### config.mk
export PLATFORM = sky130hd
export DESIGN_NAME = pwr_lock_regs
export DESIGN_NICKNAME = d
export VERILOG_FILES = /design/src/rtl/pwr_lock_regs.sv
export SDC_FILE = /design/constraint.sdc
export NUM_CORES = 1
export LEC_CHECK = 0
export BUFFER_PORTS_ARGS = -buffer_cell sky130_fd_sc_hd__buf_4
export CAP_MARGIN = 20
export CORE_MARGIN = 2
export CORE_UTILIZATION = 55
export DETAILED_ROUTE_END_ITERATION = 10
export PLACE_DENSITY = 0.85
export SLEW_MARGIN = 40
export SYNTH_ARGS = -nofsm -noshare
export SYNTH_HDL_FRONTEND = slang
export SYNTH_SLANG_ARGS = --single-unit
### constraint.sdc
create_clock -name clk -period 1.6 [get_ports clk]
set_input_delay 0.24 -clock clk [delete_from_list [all_inputs] [get_ports clk]]
set_output_delay 0.24 -clock clk [all_outputs]
set_load 0.05 [all_outputs]
### src/rtl/pwr_lock_regs.sv
module pwr_lock_regs #(
  parameter int unsigned AW = 4,
  parameter int unsigned DW = 16,
  parameter int unsigned CW = 8,
  parameter logic [AW-1:0] WIN_LO = AW'(2),
  parameter logic [AW-1:0] WIN_HI = AW'(5),
  parameter logic [DW-1:0] FREQ_RST = DW'(16'h0064),
  parameter logic [DW-1:0] VOLT_RST = DW'(16'h0320)
) (
  input  logic          clk,
  input  logic          rst_n,
  input  logic [AW-1:0] req_addr,
  input  logic [DW-1:0] req_wdata,
  input  logic          req_we,
  input  logic          req_re,
  input  logic          req_priv,
  output logic [DW-1:0] rsp_rdata,
  output logic          rsp_denied,
  output logic [DW-1:0] freq_sel,
  output logic [DW-1:0] volt_sel
);

  localparam int unsigned NREG = 1 << AW;
  localparam int unsigned FIRST = 2;
  localparam logic [AW-1:0] A_LOCK = AW'(0);
  localparam logic [AW-1:0] A_CNT = AW'(1);
  localparam logic [AW-1:0] A_FREQ = WIN_LO;
  localparam logic [AW-1:0] A_VOLT = WIN_LO + AW'(1);
  localparam logic [CW-1:0] CNT_MAX = '1;

  logic [DW-1:0] mem [FIRST:NREG-1];
  logic          lock_q;
  logic [CW-1:0] cnt_q;

  logic in_win, in_mem, wr_blocked, wr_ok;

  assign in_win     = (req_addr >= WIN_LO) && (req_addr <= WIN_HI);
  assign in_mem     = req_addr >= AW'(FIRST);
  assign wr_blocked = req_we && (((req_addr == A_LOCK) && !req_priv) || (in_win && lock_q));
  assign wr_ok      = req_we && !wr_blocked;

  function automatic logic [DW-1:0] rst_val(int unsigned idx);
    if (idx == int'(A_FREQ)) return FREQ_RST;
    if (idx == int'(A_VOLT)) return VOLT_RST;
    return '0;
  endfunction

  always_ff @(posedge clk or negedge rst_n) begin
    if (!rst_n) begin
      for (int unsigned i = FIRST; i < NREG; i++) mem[i] <= rst_val(i);
    end else if (wr_ok && in_mem) begin
      mem[req_addr] <= req_wdata;
    end
  end

  always_ff @(posedge clk or negedge rst_n) begin
    if (!rst_n) lock_q <= 1'b1;
    else if (wr_ok && req_addr == A_LOCK) lock_q <= req_wdata[0];
  end

  always_ff @(posedge clk or negedge rst_n) begin
    if (!rst_n) begin
      cnt_q      <= '0;
      rsp_denied <= 1'b0;
    end else begin
      rsp_denied <= wr_blocked;
      if (wr_blocked && cnt_q != CNT_MAX) cnt_q <= cnt_q + CW'(1);
    end
  end

  always_ff @(posedge clk or negedge rst_n) begin
    if (!rst_n) rsp_rdata <= '0;
    else if (req_re) begin
      if (req_addr == A_LOCK)     rsp_rdata <= {{(DW-1){1'b0}}, lock_q};
      else if (req_addr == A_CNT) rsp_rdata <= {{(DW-CW){1'b0}}, cnt_q};
      else                        rsp_rdata <= mem[req_addr];
    end
  end

  assign freq_sel = mem[A_FREQ];
  assign volt_sel = mem[A_VOLT];

  p_locked_freq_r2: assert property (@(posedge clk) disable iff (!rst_n)
    (req_we && req_addr == A_FREQ && lock_q) |=> (freq_sel == $past(freq_sel)));

  p_locked_volt_r2: assert property (@(posedge clk) disable iff (!rst_n)
    (req_we && req_addr == A_VOLT && lock_q) |=> (volt_sel == $past(volt_sel)));

  p_lock_unpriv_r3: assert property (@(posedge clk) disable iff (!rst_n)
    (req_we && !req_priv) |=> $stable(lock_q));

  p_open_write_r5: assert property (@(posedge clk) disable iff (!rst_n)
    (req_we && req_addr > WIN_HI) |=> !rsp_denied);

  p_deny_pulse_r7: assert property (@(posedge clk) disable iff (!rst_n)
    (req_we && !req_priv && req_addr == A_LOCK) |=> rsp_denied);

  p_cnt_sat_r8: assert property (@(posedge clk) disable iff (!rst_n)
    (cnt_q == CNT_MAX) |=> (cnt_q == CNT_MAX));

  p_cnt_step_r8: assert property (@(posedge clk) disable iff (!rst_n)
    (cnt_q != $past(cnt_q)) |-> (rsp_denied && cnt_q == $past(cnt_q) + CW'(1)));

  p_freq_cause_r9: assert property (@(posedge clk) disable iff (!rst_n)
    (freq_sel != $past(freq_sel)) |-> $past(req_we && req_addr == A_FREQ && !lock_q));

  p_volt_cause_r9: assert property (@(posedge clk) disable iff (!rst_n)
    (volt_sel != $past(volt_sel)) |-> $past(req_we && req_addr == A_VOLT && !lock_q));

  p_cnt_ro_r10: assert property (@(posedge clk) disable iff (!rst_n)
    (req_we && req_addr == A_CNT) |=> !rsp_denied);

endmodule

==> Yosys cells after proc, flatten, opt, wreduce, memory -nomap -nowiden <==
Cells that the tools add are included.
{ "totals": {"reg_bits": 250, "latchBits": 0, "ramBits": 0, "romBits": 0, "out_inout_bits": 49, "word_cells": 47, "memories": 0} }
{ "op_classes": {"add_sub_neg": 1, "mul": 0, "n_div": 0, "order_cmp": 4, "n_eq_ne": 2, "n_shift": 0, "muxes": 8, "n_bitwise": 1, "reduce_logical": 13} }
{ "ops": {"columns": ["cell", "n"], "rows": [
  ["$bwmux 224", 1],
  ["$mux 16", 5],
  ["$bmux 16 s4", 1],
  ["$demux 16 s4", 1],
  ["$logic_and 1x1->1", 9],
  ["$add 8x1->8 const B", 1],
  ["$ne 8x8->1 const B", 1],
  ["$ge 5x5->1 const B", 1],
  ["$lt 5x1->1 const B", 1],
  ["$not 4->5", 1],
  ["$eq 4x1->1 const B", 1],
  ["$ge 4x2->1 const B", 1],
  ["$le 4x3->1 const B", 1],
  ["$logic_not 4->1", 1],
  ["$logic_not 1->1", 2],
  ["$logic_or 1x1->1", 1]
]} }

==> Logic depth before layout (Yosys ltp) <==
{ "logic_depth": {"ltp_word": 8, "depth_mapped": 8} }

==> Worst setup path before layout <==
No wires, ideal clock.
{ "synth_timing": {"path_kind": "input port to flip-flop", "from": "input port req_addr[1]", "to": "register mem[53] in the netlist's numbering", "setup_time_ns": 0.125, "arrival_time_ns": 1.622, "path_slack_ns": -0.147, "path_stages": 6, "n_path_buf": 4, "path_cell_list": "buf_6 > buf_4 > buf_6 > nor3_2 > buf_4 > mux2_2"} }
{ "synth_via": {"elab_chain_len": 8, "word_cells_on_any_way": 18} }
{ "synth_rtl": {"columns": ["item", "line", "rtl"], "rows": [
  ["start: declaration", "12", "input logic [AW-1:0] req_addr,"],
  ["parallel branches: the longest is 8 deep, another holds $ge 5x5->1", null, null],
  ["end signal: indexed assignment", "52", "mem[req_addr] <= req_wdata;"],
  ["end: declaration", "31", "logic [DW-1:0] mem [FIRST:NREG-1];"]
]} }
Parallel ways; which one is timed is not known.
A chain may end at the register's enable or synchronous reset.

==> Worst setup path after layout <==
{ "layout_timing": {"from": "register lock_q", "to": "register cnt_q[1]"} }
{ "layout_via": {"elab_chain_len": 4} }
{ "layout_rtl": {"columns": ["item", "line", "rtl"], "rows": [
  ["start: declaration", "32", "logic lock_q;"],
  ["start signal: assignment", "58", "else if (wr_ok && req_addr == A_LOCK) lock_q <= req_wdata[0];"],
  ["$logic_and 1x1->1", "39", "assign wr_blocked = req_we && (((req_addr == A_LOCK) && !req_priv) || (in_win && lock_q));"],
  ["$logic_or 1x1->1", "39", null],
  ["$logic_and 1x1->1", "39", null],
  ["named net wr_blocked", "35", "logic in_win, in_mem, wr_blocked, wr_ok;"],
  ["$logic_and 1x1->1", "67", "if (wr_blocked && cnt_q != CNT_MAX) cnt_q <= cnt_q + CW'(1);"],
  ["end signal: assignment", "67", null],
  ["end: declaration", "33", "logic [CW-1:0] cnt_q;"]
]} }
The timed path passes the listed nets, and every way through them passes these cells.

==> flow_summary.ini <==
[status]
run_status = finished clean

[critical_path]
setup.worst_path.end_class = register
path_max_fanout = 7
timing.critical_path.max_delay_family = flip-flops
r2r_cells = 5
crit_arrival_ns = 1.99
timing.critical_path.cells = nand2b_1 > a221oi_4 > buf_6 > nand2_2 > mux2_2
critical_path_start_type = register
crit_type = reg -> reg
worst_path_max_delay_cell = dfstp_2
critical-path-max-stage-delay_ns = 0.55
crit_buf_inv = 1
critical_path_cell_count = 5
crit_required_ns = 2.01

[place]
pre_cts_ws_ns = -0.2098
io_buffers = 73
dp_hpwl_um = 18730
place.gp.congestion = 0.8839
placed_instance_count = 1181

[yosys]
synth_warnings = 0
synthXorXnorAreaFrac_pct = 0.3699
synth.area.mux_share_pct = 30.97
synth_compound_gate_area_share_pct = 6.182
postSynth.asyncResetShare_pct = 100.0
post_synth_instance_area_um2 = 11840
post_synth.cell_area_avg_um2 = 14.03
yosysUniqueCellTypes = 44
synth_edf_count = 0
postSynthNetCount = 870
synth-seq-area-share_pct = 52.91
synthAdderAreaFrac_pct = 0.1057
ys_seq_elements = 250
synthSimpleGateAreaFrac_pct = 4.523
synth_top_family_by_area = multiplexers
mapped_cells = 844
synth_flop_cell = dfrtp_1

[floorplan]
total_i_o_pin_count = 74
start_util_pct = 56.15
fp.dieW_um = 150.7
fp.dieH_um = 150.7
core-area_um2 = 21090
core.rowCount = 53
design.die.area_um2 = 22720

[drt]
drt_first_pass_iters = 5
routedWlPerCell_um = 23.06
drc = 0
route.detailed.vias_per_inst = 6.164
vias = 7576
ant_nets = 0
wl_um = 28340
detailedRoute.firstIterationViolations = 547

[cts]
worst_skew_pair.late_latency_ns = 0.52
clk_pin_slew_worst_paths_ns = 0.07
clock-root-buffer = clkbuf_16
cts_made_buffers = 25
sinks_on_the_clock_net = 250
h-tree-depth = 1
clockBufferDepth = 3
clock_tree_from_tritoncts = built

[sta]
finalHoldWorstSlack_ns = 0.07524
fin_crit_sh_pct = 98.91
finalHoldViolations = 0
timing.max_slew.rel_slack_pct = 69.88
finalMaxSlewViolations = 0
setup_ws_ns = 0.01738
rsz_0062_raised_after_global_routing = yes
final_period_minus_worst_setup_slack_ns = 1.583
finalSetupViolCount = 0
finClkSkew_ns = 0.01324
maxClockFrequency_mhz = 631.9
timing_worst_slew_pin_value_ns = 0.4518

[grt]
grt_antenna_before_repair = 1
grt_max_degree = 71
grt_pass1_vias = 8068
global_route.overflow_total = 0
grt_pass1_wl_um = 45420
grt_use_total_pct = 26.00

[flow_run]
drv.max_cap_violation_count = 0

[pwr]
power.ir.vdd_worst_mv = 0.8090
power.leakage_nw = 6.229
power_density_normalized_to_cell_area_nw_per_um2 = 1379

[cells_and_area]
nFillCells = 1413
layout.cells.most_common = mux2_2
drive_gt1_share_pct = 53.41
final_cells = 1229
flow.area_growth_from_synthesis_pct = 18.45
fin_nets = 961
mostFrequentLayoutCells = mux2_2 (248), dfrtp_1 (243), buf_4 (131)

[worst_hold_path]
holdPathStages = 2
worst_hold_path_type = in -> reg
-- through the flow --
step | TNS, ns | total power, W | cell area (um^2) | utilization, %
finish | 0 | 0.01934 | 14020 | 66.51
global route | -0.04961 | 0.02017 | 14020 | 66.49
CTS | 0 | 0.01939 | 14000 | 66.38
detailed placement | -26.70 | 0.01332 | 13140 | 62.29
global placement | -21.65 | 0.01309 | 13140 | 62.29
floorplan | -0.8828 | 0.01203 | 11900 | -
-- cell type report --
type / instances / area, um^2 / area share (%)
antenna: 1 / 2.502 / 0.01784
multi-input combinational: 497 / 5042 / 35.95
timing repair buffer: 159 / 1520 / 10.84
sequential: 250 / 6265 / 44.67
tap: 275 / 344.1 / 2.453
clock inverter: 10 / 150.1 / 1.071
inverter: 2 / 7.507 / 0.05353
clock buffer: 35 / 693.2 / 4.942
-- routing by layer --
metal	track usage, %	part of all wire, %	up-vias
li1	-	-	3264
met1	37.10	43	3961
met2	41.41	49	296
met3	4.515	6.1	55
met4	7.383	2.1	0
met5	0	0	-
-- synth_stat cells, types with 15 or more instances --
library cell  count  share of area [%]
a211oi_1         16                1.0
dfrtp_1         243                 51
nand2_1          29               0.92
buf_2            23               0.97
buf_4            43                2.7
clkbuf_1         23               0.73
mux2_2          248                 24
a221oi_1         15                1.1
mux4_2           25                4.8
mux2i_1          15                1.3
a21o_1           15               0.95
-- cells by family (layout without fill, tap and decap cells) --
family                   count (synthesis)  in the layout
AND/OR/NAND/NOR                         95             95
buffers and inverters                   97            206
other                                    0              1
AO/OA/AOI/OAI                           97             97
adder cells (fa/ha/maj)                  1              1
multiplexers                           299            299
XOR/XNOR                                 5              5
flip-flops                             250            250
-- worst reg2reg max path, delay by kind of cell (launching register included) --
kind            cells  cell delay [ns]
flops               1             0.55
compound gates      1             0.34
mux                 1             0.27
buf+inv             1             0.18
simple gates        2             0.15
-- what timing repair did --
| item | 4_1_cts | 5_1_grt |
|---|---|---|
| endpoints found under the hold margin | 243 | 0 |
| endpoints found under the setup margin | 11 | 32 |
| resized for setup | 2 | 4 |
| setup buffers | 0 | 1 |
| pin swaps | 0 | 2 |
| hold buffers | 1 | 0 |
-- registers in the layout, summed over array words and instances (netlist names) --
| register | cells |
|---|---|
| rsp_denied | 1 |
| lock_q | 1 |
| freq_sel | 16 |
| volt_sel | 16 |
| rsp_rdata | 16 |
| cnt_q | 8 |
| mem | 192 |
-- where the power goes --
part	switching, W	internal (W)	leakage [nW]
Combinational	0.00232	0.00230	2.75
Clock	0.00238	0.00366	0.418
Sequential	0.000887	0.00780	3.06
Total	0.00559	0.0138	6.23
-- worst paths after layout --
check	startpoint	endpoint	slack (ns)
min	req_wdata[15]	mem[63]	0.08
max	lock_q	cnt_q[1]	0.02
max in group asynchronous	rst_n	volt_sel[9]	0.79
min in group asynchronous	rst_n	mem[61]	0.16
min reg2reg	mem[39]	mem[39]	0.50
max reg2reg	lock_q	cnt_q[1]	0.02
Power figures use the tool's default switching activity.
